==> src/rtl/ser_frame_pkg.sv <==
package ser_frame_pkg;

  localparam int unsigned MIN_LEN = 5;
  localparam int unsigned LEN_CW  = 3;

  typedef enum logic [1:0] {
    PAR_NONE  = 2'd0,
    PAR_EVEN  = 2'd1,
    PAR_ODD   = 2'd2,
    PAR_NONE3 = 2'd3
  } par_mode_e;

  typedef struct packed {
    logic              sync;
    logic              pol;
    logic [LEN_CW-1:0] len;
    par_mode_e         par;
    logic              stop2;
  } tx_cfg_t;

endpackage

==> src/rtl/ser_tx_baud.sv <==
module ser_tx_baud #(
  parameter int unsigned DIV_W = 8
) (
  input  logic             clk_i,
  input  logic             rst_ni,
  input  logic             run_i,
  input  logic             restart_i,
  input  logic [DIV_W-1:0] div_i,
  output logic             half_o,
  output logic             bit_end_o
);

  logic [DIV_W-1:0] cnt_q, div_q;
  logic             half_q;
  logic             wrap;

  assign wrap = (cnt_q == div_q);

  always_ff @(posedge clk_i or negedge rst_ni) begin
    if (!rst_ni) begin
      cnt_q  <= '0;
      div_q  <= '0;
      half_q <= 1'b0;
    end else if (restart_i) begin
      cnt_q  <= '0;
      div_q  <= div_i;
      half_q <= 1'b0;
    end else if (run_i) begin
      if (wrap) begin
        cnt_q  <= '0;
        half_q <= ~half_q;
      end else begin
        cnt_q  <= cnt_q + 1'b1;
      end
    end else begin
      cnt_q  <= '0;
      half_q <= 1'b0;
    end
  end

  assign half_o    = half_q;
  assign bit_end_o = run_i & half_q & wrap;

  // counter never runs past the latched divider
  p_cnt_bound_r7: assert property (@(posedge clk_i) disable iff (!rst_ni)
    run_i |-> (cnt_q <= div_q));

endmodule

==> src/rtl/ser_tx_seq.sv <==
module ser_tx_seq
  import ser_frame_pkg::*;
#(
  parameter int unsigned DATA_W  = 9,
  parameter int unsigned FRAME_W = DATA_W + 4,
  parameter int unsigned CNT_W   = $clog2(FRAME_W + 1)
) (
  input  logic              clk_i,
  input  logic              rst_ni,
  input  logic              load_i,
  input  logic [DATA_W-1:0] data_i,
  input  tx_cfg_t           cfg_i,
  input  logic              bit_end_i,
  output logic              txd_o,
  output logic              busy_o,
  output logic              last_o,
  output logic              sync_q_o,
  output logic              pol_q_o
);

  localparam int unsigned LW = $clog2(DATA_W + 1);
  localparam logic [LEN_CW-1:0] LEN_TOP = LEN_CW'(DATA_W - MIN_LEN);

  logic [LW-1:0]      nd;
  logic               par_en, par_bit;
  logic [FRAME_W-1:0] frame_n, frame_q;
  logic [CNT_W-1:0]   nbits, left_q;
  logic               busy_q;
  tx_cfg_t            cfg_q;

  always_comb begin
    if (cfg_i.len >= LEN_TOP) nd = LW'(DATA_W);
    else                      nd = LW'(cfg_i.len) + LW'(MIN_LEN);
    par_en  = (cfg_i.par == PAR_EVEN) || (cfg_i.par == PAR_ODD);
    par_bit = (cfg_i.par == PAR_ODD);
    for (int i = 0; i < DATA_W; i++) begin
      if (LW'(i) < nd) par_bit = par_bit ^ data_i[i];
    end
    frame_n    = '1;
    frame_n[0] = 1'b0;
    for (int i = 0; i < DATA_W; i++) begin
      if (LW'(i) < nd) frame_n[i+1] = data_i[i];
    end
    for (int i = 0; i <= DATA_W; i++) begin
      if (par_en && (LW'(i) == nd)) frame_n[i+1] = par_bit;
    end
    nbits = CNT_W'(nd) + CNT_W'(2) + CNT_W'(par_en) + CNT_W'(cfg_i.stop2);
  end

  always_ff @(posedge clk_i or negedge rst_ni) begin
    if (!rst_ni) begin
      frame_q <= '1;
      left_q  <= '0;
      busy_q  <= 1'b0;
      cfg_q   <= '0;
    end else if (load_i) begin
      frame_q <= frame_n;
      left_q  <= nbits;
      busy_q  <= 1'b1;
      cfg_q   <= cfg_i;
    end else if (bit_end_i) begin
      if (last_o) begin
        frame_q <= '1;
        left_q  <= '0;
        busy_q  <= 1'b0;
      end else begin
        frame_q <= {1'b1, frame_q[FRAME_W-1:1]};
        left_q  <= left_q - 1'b1;
      end
    end
  end

  assign last_o   = busy_q && (left_q == CNT_W'(1));
  assign txd_o    = frame_q[0];
  assign busy_o   = busy_q;
  assign sync_q_o = cfg_q.sync;
  assign pol_q_o  = cfg_q.pol;

  p_idle_high_r5: assert property (@(posedge clk_i) disable iff (!rst_ni)
    !busy_q |-> txd_o);

  p_start_low_r1: assert property (@(posedge clk_i) disable iff (!rst_ni)
    load_i |=> (!txd_o && busy_o));

  p_cfg_hold_r8: assert property (@(posedge clk_i) disable iff (!rst_ni)
    (busy_q && !load_i) |=> $stable(cfg_q));

  p_txd_hold_r7: assert property (@(posedge clk_i) disable iff (!rst_ni)
    (busy_q && !bit_end_i && !load_i) |=> $stable(txd_o));

endmodule

==> src/rtl/ser_tx_sclk.sv <==
module ser_tx_sclk (
  input  logic busy_i,
  input  logic sync_i,
  input  logic pol_q_i,
  input  logic pol_live_i,
  input  logic half_i,
  output logic sclk_o
);

  // first half of a bit sits at the change level, second half at the sample level
  assign sclk_o = busy_i ? (pol_q_i ^ (sync_i & ~half_i)) : pol_live_i;

endmodule

==> src/rtl/ser_frame_tx.sv <==
module ser_frame_tx
  import ser_frame_pkg::*;
#(
  parameter int unsigned DATA_W = 9,
  parameter int unsigned DIV_W  = 8
) (
  input  logic              clk_i,
  input  logic              rst_ni,
  input  logic [DIV_W-1:0]  div_i,
  input  logic              sync_mode_i,
  input  logic              sclk_pol_i,
  input  logic [2:0]        len_code_i,
  input  logic [1:0]        parity_i,
  input  logic              stop2_i,
  input  logic              tx_valid_i,
  input  logic [DATA_W-1:0] tx_data_i,
  output logic              tx_ready_o,
  output logic              txd_o,
  output logic              sclk_o,
  output logic              busy_o
);

  tx_cfg_t cfg_in;
  logic    load, half, bit_end, last, sync_q, pol_q;

  assign cfg_in = '{sync: sync_mode_i, pol: sclk_pol_i, len: len_code_i,
                    par: par_mode_e'(parity_i), stop2: stop2_i};

  assign tx_ready_o = !busy_o || (last && bit_end);
  assign load       = tx_valid_i && tx_ready_o;

  ser_tx_baud #(.DIV_W(DIV_W)) u_baud (
    .clk_i     (clk_i),
    .rst_ni    (rst_ni),
    .run_i     (busy_o),
    .restart_i (load),
    .div_i     (div_i),
    .half_o    (half),
    .bit_end_o (bit_end)
  );

  ser_tx_seq #(.DATA_W(DATA_W)) u_seq (
    .clk_i     (clk_i),
    .rst_ni    (rst_ni),
    .load_i    (load),
    .data_i    (tx_data_i),
    .cfg_i     (cfg_in),
    .bit_end_i (bit_end),
    .txd_o     (txd_o),
    .busy_o    (busy_o),
    .last_o    (last),
    .sync_q_o  (sync_q),
    .pol_q_o   (pol_q)
  );

  ser_tx_sclk u_sclk (
    .busy_i     (busy_o),
    .sync_i     (sync_q),
    .pol_q_i    (pol_q),
    .pol_live_i (sclk_pol_i),
    .half_i     (half),
    .sclk_o     (sclk_o)
  );

  // every data transition in a synchronous frame meets the change level
  p_edge_align_r9: assert property (@(posedge clk_i) disable iff (!rst_ni)
    (busy_o && sync_q && !$stable(txd_o)) |-> (sclk_o != pol_q));

  // no acceptance while mid-frame
  p_no_mid_accept_r6: assert property (@(posedge clk_i) disable iff (!rst_ni)
    (busy_o && !bit_end) |-> !tx_ready_o);

endmodule

==> config.mk <==
export PLATFORM = sky130hd
export DESIGN_NAME = ser_frame_tx
export DESIGN_NICKNAME = d
export VERILOG_FILES = /design/src/rtl/ser_frame_pkg.sv /design/src/rtl/ser_tx_baud.sv /design/src/rtl/ser_tx_seq.sv /design/src/rtl/ser_tx_sclk.sv /design/src/rtl/ser_frame_tx.sv
export SDC_FILE = /design/constraint.sdc
export NUM_CORES = 1
export LEC_CHECK = 0
export CAP_MARGIN = 20
export CORE_UTILIZATION = 60
export DETAILED_ROUTE_END_ITERATION = 8
export DONT_BUFFER_PORTS = 1
export PLACE_DENSITY = 0.76
export SYNTH_ARGS = -nofsm -noshare
export SYNTH_HDL_FRONTEND = slang
export SYNTH_SLANG_ARGS = --single-unit
==> constraint.sdc <==
create_clock -name clk_i -period 4.6 [get_ports clk_i]
set_input_delay 0.92 -clock clk_i [delete_from_list [all_inputs] [get_ports clk_i]]
set_output_delay 0.92 -clock clk_i [all_outputs]
set_load 0.005 [all_outputs]
After elaboration in Yosys (flattened, before gate mapping)
Cells that the tools add are included.

Register bits: 37. Input bits: 28. Output and inout bits: 4.

$add $sub $neg: 6. $lt $le $gt $ge: 10. Equal/unequal tests: 14. Mux-type cells: 45. Bitwise operators: 14. Reductions and logical operators: 20.

Operators with widths (count): 2-to-1 mux 1 bit (35); 2-to-1 mux 13 bit (2); 2-to-1 mux 8 bit (3); equality test 3 x 4 -> 1 bit, first input constant (4); less-than comparator 3 x 4 -> 1 bit, first input constant (4); 2-to-1 mux 4 bit (4); logical AND 1 bit (13); 2-to-1 mux 12 bit (1); bitwise XOR 1 bit (10); adder 4 x 1 -> 4 bit (2); adder 8 x 1 -> 8 bit, second input constant (1); equality test 2 x 4 -> 1 bit, first input constant (2); equality test 4 bit, first input constant (2); equality test 8 bit (1); less-than comparator 1 x 4 -> 1 bit, first input constant (2); less-than comparator 2 x 4 -> 1 bit, first input constant (2); adder 3 x 3 -> 4 bit, second input constant (1); adder 4 x 2 -> 4 bit, second input constant (1); equality test 1 x 4 -> 1 bit, first input constant (1); equality test 4 x 1 -> 1 bit, second input constant (1); logical NOT 4 bit (1); less-than comparator 4 bit, first input constant (1); nonzero test 2 bit (2); subtractor 4 x 1 -> 4 bit, second input constant (1); 9 further kinds (12).

Longest topological paths before layout
Gate-level depths: netlist (run 1).

Word-level depth: 22. Mapped depth: 11.

By module
Synthesis (run 1) repeated with hierarchy kept, for this count alone.

Cells, all modules: 247. Area total of the unflattened synthesis: 2277.2 um^2.

Modules (own cells, without submodules): ser_tx_seq (instances 1, cells each 173, area an instance 1427.6 um^2, seq. area each 464.2 um^2); ser_tx_baud (instances 1, cells each 66, area an instance 790.8 um^2, seq. area each 425.4 um^2); ser_tx_sclk (instances 1, cells each 5, area an instance 40.0 um^2, seq. area each 0.0 um^2); ser_frame_tx (instances 1, cells each 3, area an instance 18.8 um^2, seq. area each 0.0 um^2).

Worst setup path after synthesis (run 1)
No wires, ideal clock.

Kind: input -> register. Start: input len_code_i[1]. End: register u_seq.frame_q[3]. Arrival time: 3046 ps. Data required time: 4515 ps. Setup slack: 1469 ps. Cell stages on the path: 11. Path buffers: 2. Path through: buf_2 > inv_1 > ha_1 > buf_2 > nand2b_1 > o21ai_2 > xnor2_1 > xnor3_2 > a211o_4 > a211oi_2 > o31ai_1.

Longest elaborated chain between the ends: 22. Elaborated cells between the ends (all ways): 34. Those cells by class: add/sub (1); order compare (10); eq/ne (1); mux (13); bitwise (8); reduce/logical (1).

Ends and longest elaborated chain: start, declared (line ser_frame_tx.sv:12) `input logic [2:0] len_code_i,`; adder 3 x 3 -> 4 bit / >= comparator 3 bit (equally long branches) (line ser_tx_seq.sv:33, ser_tx_seq.sv:32); 2-to-1 mux 4 bit * (line ser_tx_seq.sv:32) `if (cfg_i.len >= LEN_TOP) nd = LW'(DATA_W);`; less-than comparator 1 x 4 -> 1 bit (line ser_tx_seq.sv:37) `if (LW'(i) < nd) par_bit = par_bit ^ data_i[i];`; 2-to-1 mux 1 bit (line ser_tx_seq.sv:37); bitwise XOR 1 bit (line ser_tx_seq.sv:37); 2-to-1 mux 1 bit (line ser_tx_seq.sv:37); bitwise XOR 1 bit (line ser_tx_seq.sv:37); 2-to-1 mux 1 bit (line ser_tx_seq.sv:37); [... 6 more ...]; bitwise XOR 1 bit (line ser_tx_seq.sv:37); 2-to-1 mux 1 bit (line ser_tx_seq.sv:37); bitwise XOR 1 bit (line ser_tx_seq.sv:37); 2-to-1 mux 1 bit (line ser_tx_seq.sv:37); bitwise XOR 1 bit (line ser_tx_seq.sv:37); 2-to-1 mux 1 bit (line ser_tx_seq.sv:37); 2-to-1 mux 1 bit * (line ser_tx_seq.sv:45) `if (par_en && (LW'(i) == nd)) frame_n[i+1] = par_bit;`; 2-to-1 mux 13 bit * (line ser_tx_seq.sv:56) `end else if (load_i) begin`; end signal, assigned (line ser_tx_seq.sv:57) `frame_q <= frame_n;`; end signal, assigned (line ser_tx_seq.sv:67) `frame_q <= {1'b1, frame_q[FRAME_W-1:1]};`; end, declared (line ser_tx_seq.sv:26) `logic [FRAME_W-1:0] frame_n, frame_q;`.

Mark *: on every way between the ends. The rest lies on a longest branch, timed or not. A chain may end at the register's enable or synchronous reset.

Worst setup path after layout (run 1)
Start: input len_code_i[0]. End: register u_seq.frame_q[2].

Same word-level chain as after synthesis.

==> results of run 1 <==
[synth_stat cells (2+ instances only)]
library cell / instances / area, sq um
clkbuf_1: 6 / 22.52
nor4_1: 2 / 12.51
nand3_1: 9 / 45.04
inv_1: 10 / 37.54
nor2b_1: 5 / 31.28
a41oi_1: 4 / 35.03
o22ai_1: 2 / 12.51
and3_1: 3 / 18.77
xor2_1: 15 / 131.4
o31ai_1: 5 / 37.54
xnor2_1: 6 / 52.55
a31oi_1: 4 / 25.02
a22o_1: 4 / 35.03
ha_1: 7 / 87.58
o221ai_1: 3 / 26.28
dfrtp_1: 24 / 600.6
o21ai_0: 10 / 50.05
o211ai_1: 2 / 15.01
dfstp_2: 11 / 289.0
nand2_1: 50 / 187.7
buf_2: 6 / 30.03
a21oi_1: 23 / 115.1
a311oi_1: 2 / 17.52
nor3_1: 9 / 45.04
a22oi_1: 2 / 15.01
nand2b_1: 4 / 25.02
a211oi_2: 2 / 25.02
nor2_1: 23 / 86.33
o21bai_1: 3 / 22.52
[through the flow]
| stage | worst slack (ns) | total power (W) | util, % |
|---|---|---|---|
| after floorplan | 1.469 | 0.0008592 | - |
| after global placement | 1.455 | 0.0009326 | 64.14 |
| after detailed placement | 1.315 | 0.0009450 | 64.14 |
| after CTS | 1.621 | 0.001151 | 66.21 |
| after global routing | 1.344 | 0.001238 | 66.21 |
| final | 1.557 | 0.001151 | 66.21 |
[where the power goes]
part	internal, W	total [W]	switching [W]
clock network	0.000101	0.000207	0.000106
registers	0.000453	0.000563	0.000110
logic	0.000188	0.000382	0.000193
total	0.000742	0.00115	0.000410
[cell families (layout without fill, tap and decap cells)]
logic type                 Yosys count  count (layout)  synth area share [%]
AOI/OAI and AO/OA                   77              77                 22.11
xor gates and xnor gates            22              22                 8.678
adders and majority gates            8               8                 4.495
buffers and inverters               24              19                 4.391
DFF                                 35              35                 37.17
muxes                                1               1                0.4182
and+or+nand+nor                    115             115                 22.74
[worst min path at each step]
stage	endpoint	slack, ns	cells after the start
final	u_baud.div_q[0]$_DFFE_PN0P_	0.32	0
after global routing	u_baud.div_q[0]$_DFFE_PN0P_	0.30	0
after CTS	u_baud.div_q[0]$_DFFE_PN0P_	0.32	0
after detailed placement	u_seq.frame_q[10]$_DFFE_PN1P_	0.45	2
after global placement	u_seq.sync_q_o$_DFFE_PN0P_	0.45	2
after floorplan	u_seq.sync_q_o$_DFFE_PN0P_	0.44	2
[per-layer routing]
layer | routed length, um | share of wire (%)
met5 | 0 | 0
met4 | 136 | 2.5
met3 | 384 | 7.1
met2 | 2552 | 47
met1 | 2352 | 43
[placed cells by master (no fill, tap or decap), types with 2 or more instances in the layout]
cell type | Yosys | routed
o21ai_0 | 10 | 10
a22o_1 | 4 | 4
dfstp_2 | 11 | 11
nor3_1 | 9 | 9
nor2b_1 | 5 | 5
o31ai_1 | 5 | 5
nand2b_1 | 4 | 4
xor2_1 | 15 | 15
nand3_1 | 9 | 9
ha_1 | 7 | 7
clkbuf_8 | 0 | 5
o22ai_1 | 2 | 2
buf_4 | 0 | 2
o211ai_1 | 2 | 2
and3_1 | 3 | 3
o21bai_1 | 3 | 3
a211oi_2 | 2 | 2
dfrtp_1 | 24 | 24
a22oi_1 | 2 | 2
o221ai_1 | 3 | 3
a311oi_1 | 2 | 2
nor4_1 | 2 | 2
nor2_1 | 23 | 23
inv_1 | 10 | 10
xnor2_1 | 6 | 6
a41oi_1 | 4 | 4
nand2_1 | 50 | 50
a31oi_1 | 4 | 4
a21oi_1 | 23 | 23
[flip-flops by register name (all words and copies together), names as in the netlist]
name,flops
u_baud.half_o,1
u_seq.busy_o,1
u_seq.left_q,4
u_baud.div_q,8
u_seq.pol_q_o,1
u_baud.cnt_q,8
u_seq.frame_q,11
u_seq.sync_q_o,1
[final cells by class]
type,count,area [sq um],share of cell area (%)
well taps,48,60.06,2.423
multi-input cells,223,1399,56.44
clock inverters,2,8.758,0.3534
flip-flops and latches,35,889.6,35.89
clock buffers,5,68.82,2.776
repair buffers,2,15.01,0.6058
inverters,10,37.54,1.514
[worst max-delay path, delay by kind of cell]
family                   cells  cell delay [ns]
buffers and inverters        1             0.05
AND/OR/NAND/NOR              3             0.81
multiplexers                 1             0.23
AO/OA/AOI/OAI                3             0.76
adder cells (fa/ha/maj)      1             0.44
==> summary.txt, run 1 <==
Worst setup path
  • CP max stage cell: ha_1
  • Worst path max stage delay: roughly 0.44 ns
  • WP data required: 4.77 ns
  • R2R Path Start: u_baud.cnt_q[0]$_DFF_PN0_
  • Critical path class: in2reg
  • Worst r2r dst: u_seq.frame_q[9]$_DFFE_PN1P_
  • Startpoint Class: primary input
  • CP max FO: 10
  • Reg2Reg Depth: 7
  • Crit. End Element: flop
  • Setup crit start: len_code_i[0]
  • Crit-path cells: inv_1 > ha_1 > nor2b_1 > mux2i_1 > o211a_1 > o21ai_0 > nand4b_2 > nand2_2 > a41oi_1
  • Setup crit end: u_seq.frame_q[2]$_DFFE_PN1P_
  • Critical Path AT: about 3.2 ns
  • R2r setup slk: 1.80 ns

Yosys
  • YS warnings: 0
  • Ys flop type: dfrtp_1
  • Sequential area share after synthesis: between 30% and 40%
  • Post-Synthesis Cells: 282
  • Async set-reset flop share out of synthesis: 100.0%
  • Netlist Area Pre-Place: about 0.0024 sq mm
  • Mean area per synthesized cell: 8.488 sq um
  • EDFF count, synth: 0
  • Yosys cell types: 55
  • #FFs+latches synth: 35
  • Syn nets: 318

Global routing
  • Met2 Use GR: 44.72%
  • Grt met3 use: ~6.9%
  • Largest net degree at the start of global routing: 36
  • GRT busiest layer: met2
  • Initial antenna violation count: 0
  • Vias in the first global route: ~1900
  • First-pass GRT wire length: 9156 um
  • GRT Residual Overflow: 0
  • Total GRT Usage: 28.31%
  • GR Util met1: ~36%

Min path
  • Hold Crit Class: in2async

Placement
  • I/O Buffers: 0
  • DP Area: ~0.0024 sq mm
  • DP Wirelength: between 3000 and 4000 um
  • Placed Cells: 318
  • Placer Congestion: 0.9183

Cells and area
  • Area grow syn2layout: 3.555%
  • Final cell count without fillers: 325
  • Final Cell Area: between 0.002 and 0.0025 sq mm
  • Filler cell count: 324
  • Nets: 313
  • Ratio of cells with drive above 1 in the final layout: 10.47%
  • Diodes inserted: 0

Drt
  • Via density: 6.175
  • DRT iter0 DRCs: just under 200
  • DRT antenna net count: 0
  • DR pass1 iterations: 5
  • WL final: between 5000 and 6000 um
  • Number of remaining DRC errors: 0
  • Vias: 2007
  • Drt wl/cell: approximately 17 um

Clock network
  • Root Buffer: clkbuf_8
  • Setup Buffers After CTS: 0
  • CTS Buffer Depth: 2
  • CTS H-Tree Depth: 2
  • Clock sinks: 35
  • Post-CTS Hold Buffers: 0
  • CTS Buf Count: 5
  • Post-CTS resize count: 0
  • CTS tree: yes
  • Clock slew at the register clock pins of the worst setup and hold paths: 0.07 ns
  • Clock latency on the worst-skew pair: 0.28 ns

Run status
  • Outcome: finished clean

Die
  • Core ar.: 0.003744 sq mm
  • Top Ports: 32
  • Cell Rows: 22
  • Initial core utilization: 63.94%
  • DIE HEIGHT: 65.16 um
  • Chip width: 65.16 um
  • Total Die Area: approximately 0.0042 sq mm

STA
  • Hold_ws: 0.3230 ns
  • Worst slew pin tran: 0.6892 ns
  • Min cycle time layout: between 3 and 4 ns
  • Clock Skews: 0.002542 ns
  • Setup tns final: 0 ns
  • Fin. Hold Viols: 0
  • Final worst-path cycle share: 66.15%
  • FMAX: 328.6 MHz
  • Final setup viols: 0
  • RSZ-0062 raised after global routing: false
  • Count of final max-slew check failures: 0
  • Rel. slew slack: 54.05%

Power and ir drop
  • Leakage: 1.079 nW
  • Power Dens Cells: 464.5 mW/mm^2
  • VDD IR max: 0.1671 mV

Flow run
  • # Max-Cap Violations: 0
(Power assumes the default switching activity.)
==> inputs of run 2 (changes only) <==
clock period = 2.9 ns   (was 4.6 ns; I/O delays follow)
==> run 2 against run 1 <==
Against the previous run:
- first-iteration DRC count shrank 23%
- largest cell class unchanged
- register-to-register slack lost 1.5 ns
- combinational power grew 65%
- clock power grew 86%
- clock skew is essentially flat
- worst setup slack lost 1.2 ns
- routed wire length grew 6.8%
- flip-flop and latch count is the same
- non-clock buffer count grew 13
- critical path depth shrank 1
- clock-buffer cell count grew 3
==> summary.txt, run 2 (synthesis gave the netlist of run 1 again) <==
Die
  • Cell Rows: 22
  • Initial core utilization: 63.94%
  • Total Die Area: 0.004246 sq mm
  • Core ar.: 0.003744 sq mm
  • Top Ports: 32
  • DIE HEIGHT: 65.16 um
  • Chip width: between 60 and 70 um

Power and ir drop
  • Gate power share: between 30% and 40%
  • VDD IR max: 0.2718 mV
  • Sequential Power Share: a little under half
  • Leakage: roughly 1.2 nW
  • Tot Pwr: ~0.0019 W
  • Internal Power: 0.001246 W
  • Clock power share: between 20% and 30%
  • NetSw: 0.0006690 W
  • Net Sw Frac: 34.94%
  • Power Dens Cells: 730.5 mW/mm^2

Clock network
  • CTS H-Tree Depth: 2
  • CTS tree: yes
  • Clock sinks: 35
  • CTS Buf Count: 5
  • Clock slew at the register clock pins of the worst setup and hold paths: roughly 0.070 ns
  • Post-CTS resize count: 0
  • CTS Buffer Depth: 2
  • Root Buffer: clkbuf_8
  • Clock latency on the worst-skew pair: 0.28 ns

Drt
  • DRT iter0 DRCs: 150
  • WL final: between 5000 and 6000 um
  • DR pass1 iterations: 4
  • Drt wl/cell: 17.10 um
  • Number of remaining DRC errors: 0
  • DRT antenna net count: 0
  • Vias: roughly 2100
  • Via density: 6.230

Cells and area
  • Ratio of cells with drive above 1 in the final layout: between 10% and 20%
  • Commonest non-fill, non-tap cells in the layout: nand2_1, dfrtp_1, nor2_1, a21oi_1, xor2_1
  • Commonest non-fill, non-tap cell in the layout: nand2_1
  • Diodes inserted: 0
  • Nets: between 300 and 400
  • Largest reg by FF count: u_seq.frame_q
  • Max reg flops: 11
  • Area grow syn2layout: 9.514%
  • Biggest regs: u_seq.frame_q x11, u_baud.cnt_q x8, u_baud.div_q x8

Run status
  • Outcome: finished clean

STA
  • RSZ-0062 raised after global routing: false
  • Count of final max-slew check failures: 0
  • Final setup viols: 0
  • Rel. slew slack: between 60 and 70%
  • Setup tns final: 0 ns
  • Worst slew pin tran: 0.4961 ns
  • Final worst-path cycle share: 89.00%
  • Fin. Hold Viols: 0
  • Clock Skews: approximately 0.0025 ns
  • Min cycle time layout: 2.581 ns
  • FMAX: between 300 and 400 MHz

Worst setup path
  • R2r setup slk: 0.32 ns
  • WP data required: approximately 3.1 ns
  • Critical Path AT: 2.80 ns
  • CP max FO: 10
  • Crit. End Element: flop
  • Startpoint Class: flop
  • Critical path class: reg2reg

Global routing
  • Initial antenna violation count: 0
  • Total GRT Usage: 29.04%
  • First-pass GRT wire length: 9239 um
  • GRT Residual Overflow: 0
  • Vias in the first global route: 1946
  • Largest net degree at the start of global routing: 25

Placement
  • I/O Buffers: 0
  • Placer Congestion: 0.9206
  • DP Wirelength: a little over 4000 um

Flow run
  • # Max-Cap Violations: 0

Min path
  • Hold Crit Class: in2async
[run 2: cell count changes in the layout (fill, tap and decap cells not counted)]
cell / change
buf_16: +1
buf_4: +11
clkbuf_1: +1
clkbuf_8: +2
clkinv_1: -1
clkinv_2: -1
dlygate4sd3_1: +1
[run 2: through the flow]
stage               setup slack, ns  hold slack, ns  cell area (sq um)  util, %  instances
detailed placement           0.1379          0.2852               2484    66.34        329
global route                0.07837          0.1161               2621    70.02        339
finish                       0.3190          0.1362               2621    70.02        339
floorplan                    0.1086          0.2844               2394        -        282
CTS                          0.3517          0.1209               2594    69.28        338
global placement             0.2018          0.2851               2484    66.34        329
[run 2: final cells by class]
cell class / instances / area, sq um
Clock buffer: 8 / 100.1
Fill cell: 310 / 1122
Inverter: 10 / 37.54
Multi-Input combinational cell: 223 / 1399
Sequential cell: 35 / 889.6
Tap cell: 48 / 60.06
Timing Repair Buffer: 15 / 135.1
[run 2: layer usage]
layer,GRT usage [%],wire [um],up-vias
met5,0,0,-
met1,34.34,2340,979
met4,16.30,174,0
met2,48.07,2863,99
met3,6.944,417,18
li1,-,-,1016
[run 2: power by group through the flow]
stage          sequential, W  combinational, W  clock, W
2_1_floorplan       0.000849          0.000514         0
6_report            0.000899          0.000629  0.000386
3_5_place_dp        0.000902          0.000606         0
5_1_grt             0.000922          0.000722  0.000413
3_3_place_gp        0.000898          0.000591         0
4_1_cts             0.000895          0.000622  0.000392
[run 2: worst max-delay path, stage by stage, from the launching register on]
cell	delay [ns]
dfrtp_1	0.45
xor2_1	0.17
nor4_1	0.47
nand4_1	0.37
nand2_1	0.25
and2_1	0.39
buf_4	0.25
nand2_1	0.07
nand2_1	0.09
[run 2: timing repair]
action                                 CTS  global route
buffers inserted                         0             0
hold buffers                             1             0
endpoints found under the hold margin   24             0
[run 2: final timing paths]
kind / start / endpoint / cells after the start
setup reg to reg: u_baud.cnt_q[0]$_DFF_PN0_ / u_baud.div_q[0]$_DFFE_PN0P_ / 8
hold / removal: rst_ni / u_seq.frame_q[8]$_DFFE_PN1P_ / 0
max in group asynchronous: rst_ni / u_baud.div_q[6]$_DFFE_PN0P_ / 2
min in group clk_i: len_code_i[2] / u_seq.frame_q[10]$_DFFE_PN1P_ / 1
setup / recovery: u_baud.cnt_q[0]$_DFF_PN0_ / u_baud.div_q[0]$_DFFE_PN0P_ / 8
hold reg to reg: u_seq.frame_q[10]$_DFFE_PN1P_ / u_seq.frame_q[10]$_DFFE_PN1P_ / 2
==> inputs of run 3 (changes only) <==
--- a/config.mk
+++ b/config.mk
@@ -11,4 +11,6 @@
 export DONT_BUFFER_PORTS = 1
 export PLACE_DENSITY = 0.76
+export SETUP_SLACK_MARGIN = 0.05
+export SLEW_MARGIN = 20
 export SYNTH_ARGS = -nofsm -noshare
 export SYNTH_HDL_FRONTEND = slang
==> constraint.sdc (replaced) <==
create_clock -name clk_i -period 2.9 [get_ports clk_i]
set_input_delay 0.435 -clock clk_i [delete_from_list [all_inputs] [get_ports clk_i]]
set_output_delay 0.435 -clock clk_i [all_outputs]
set_load 0.005 [all_outputs]
==> run 3 against run 2 <==
Against the previous run:
- clock skew increased by 0.0036 ns
- die area unchanged
- combinational power increased by 2%
- hold slack improved by 0.11 ns
- critical endpoint is now u_baud.div_q[1]$_DFFE_PN0P_
==> summary.txt, run 3 (synthesis gave the netlist of run 1 again) <==
Power and ir drop
  • Leakage: 1.143 nW
  • Power Dens Cells: around 730 mW/mm^2
  • VDD IR max: approximately 0.3 mV
  • Tot Pwr: 0.001904 W

Clock network
  • Post-CTS resize count: 0
  • CTS Buffer Depth: 2
  • Clock slew at the register clock pins of the worst setup and hold paths: 0.07 ns
  • Clock latency on the worst-skew pair: 0.28 ns
  • CTS tree: yes
  • CTS Buf Count: 5
  • CTS H-Tree Depth: 2
  • Clock sinks: 35
  • Root Buffer: clkbuf_8

Drt
  • Routed wl met3: 250 um
  • Metal-1 WL: approximately 2500 um
  • Via density: 6.175
  • Vias: between 2000 and 2500
  • Drt wl/cell: around 17 um
  • Uppermost layer routed: met4
  • WL final: 5695 um
  • DRT iter0 DRCs: 189
  • Number of remaining DRC errors: 0
  • DRT antenna net count: 0
  • DR pass1 iterations: 4
  • Met2 WL post-DR: 2878 um

Worst setup path
  • CP max FO: 10
  • Critical path class: reg2reg
  • R2R Path Start: u_baud.cnt_q[0]$_DFF_PN0_
  • Setup crit end: u_baud.div_q[1]$_DFFE_PN0P_
  • Worst r2r dst: u_baud.div_q[1]$_DFFE_PN0P_
  • WP data required: 3.12 ns
  • Reg2Reg Depth: 8
  • Startpoint Class: flop
  • Crit. End Element: flop
  • R2r setup slk: 0.32 ns
  • Setup crit start: u_baud.cnt_q[0]$_DFF_PN0_
  • Critical Path AT: 2.80 ns

Cells and area
  • Max reg flops: 11
  • Filler cell count: around 320
  • Final cell count without fillers: 337
  • Nets: approximately 320
  • Final Core Density: between 60 and 70%
  • Ratio of cells with drive above 1 in the final layout: 13.84%
  • Final Cell Area: 0.002590 sq mm
  • Diodes inserted: 0
  • Commonest non-fill, non-tap cells in the layout: nand2_1, dfrtp_1, nor2_1, a21oi_1, xor2_1
  • Area grow syn2layout: 8.207%
  • Commonest non-fill, non-tap cell in the layout: nand2_1
  • Biggest regs: u_seq.frame_q x11, u_baud.cnt_q x8, u_baud.div_q x8
  • Largest reg by FF count: u_seq.frame_q

STA
  • Clock Skews: just over 0.006 ns
  • Count of final max-slew check failures: 0
  • Final setup viols: 0
  • Fin. Hold Viols: 0
  • Worst slew pin tran: 0.5120 ns
  • Setup tns final: 0 ns
  • FMAX: 388.0 MHz
  • Rel. slew slack: 65.55%
  • Min cycle time layout: about 2.6 ns
  • Final worst-path cycle share: 88.87%
  • RSZ-0062 raised after global routing: false

Die
  • Chip width: 65.16 um
  • Core ar.: approximately 0.0037 sq mm
  • Total Die Area: 0.004246 sq mm
  • Initial core utilization: 63.94%
  • Top Ports: 32
  • Cell Rows: 22
  • DIE HEIGHT: 65.16 um

Flow run
  • # Max-Cap Violations: 0

Global routing
  • Vias in the first global route: 2085
  • Initial antenna violation count: 0
  • Largest net degree at the start of global routing: 36
  • Total GRT Usage: between 20% and 30%
  • GRT Residual Overflow: 0
  • First-pass GRT wire length: 9480 um

Placement
  • DP Wirelength: 4289 um
  • DP Area: roughly 0.0025 sq mm
  • Placed Cells: 327
  • Placer Congestion: 0.9534
  • I/O Buffers: 0

Run status
  • Outcome: finished clean

Min path
  • Hold Crit Class: in2reg
run 3: cell types whose count changed in the layout (fill, tap and decap cells not counted), sizes merged:
cell,change
buf,-2
clkbuf,-1
clkinv,+1
run 3: how the worst min path moves through the flow:
stage,start,endpoint,cells past startpoint
floorplan,rst_ni,u_baud.cnt_q[0]$_DFF_PN0_,0
global placement,rst_ni,u_baud.div_q[0]$_DFFE_PN0P_,0
detailed placement,rst_ni,u_seq.pol_q_o$_DFFE_PN0P_,0
CTS,len_code_i[2],u_seq.frame_q[10]$_DFFE_PN1P_,1
global route,len_code_i[2],u_seq.frame_q[10]$_DFFE_PN1P_,1
finish,len_code_i[2],u_seq.frame_q[10]$_DFFE_PN1P_,1
run 3: layout make-up:
cell class	count	area, sq um	area share (%)
Tap cell	48	60.06	2.319
Multi-Input combinational cell	223	1399	54.01
Clock inverter	1	5.005	0.1932
Inverter	10	37.54	1.449
Timing Repair Buffer	13	112.6	4.348
Sequential cell	35	889.6	34.35
Clock buffer	7	86.33	3.333
run 3: routing by layer:
| layer | up-vias | track usage, % |
|---|---|---|
| li1 | 1013 | - |
| met1 | 1000 | 35.29 |
| met2 | 59 | 53.35 |
| met3 | 9 | 4.688 |
| met4 | 0 | 9.783 |
| met5 | - | 0 |
run 3: metrics by stage:
stage	setup WS, ns	hold slack, ns
finish	0.3228	0.2477
global route	0.1332	0.2472
CTS	0.3498	0.2416
detailed placement	0.1982	0.1403
global placement	0.2934	0.1401
floorplan	0.2536	0.1394
run 3: where the power goes:
group | internal, W | total, W | switching [W]
Combinational | 0.000308 | 0.000640 | 0.000332
Clock | 0.000192 | 0.000364 | 0.000172
Sequential | 0.000717 | 0.000900 | 0.000183
Total | 0.00122 | 0.00190 | 0.000687
run 3: what timing repair did:
action                    CTS  global route
hold endpoints to repair   35             0
hold buffers                2             0
buffers inserted            0             0
run 3: critical path, stage by stage (launching register included):
cell and delay (ns):
dfrtp_1 0.45, xor2_1 0.18, nor4_1 0.49, nand4_1 0.37, nand2_1 0.25, and2_1 0.39, buf_4 0.24, nand2_1 0.07
nand2_1 0.07
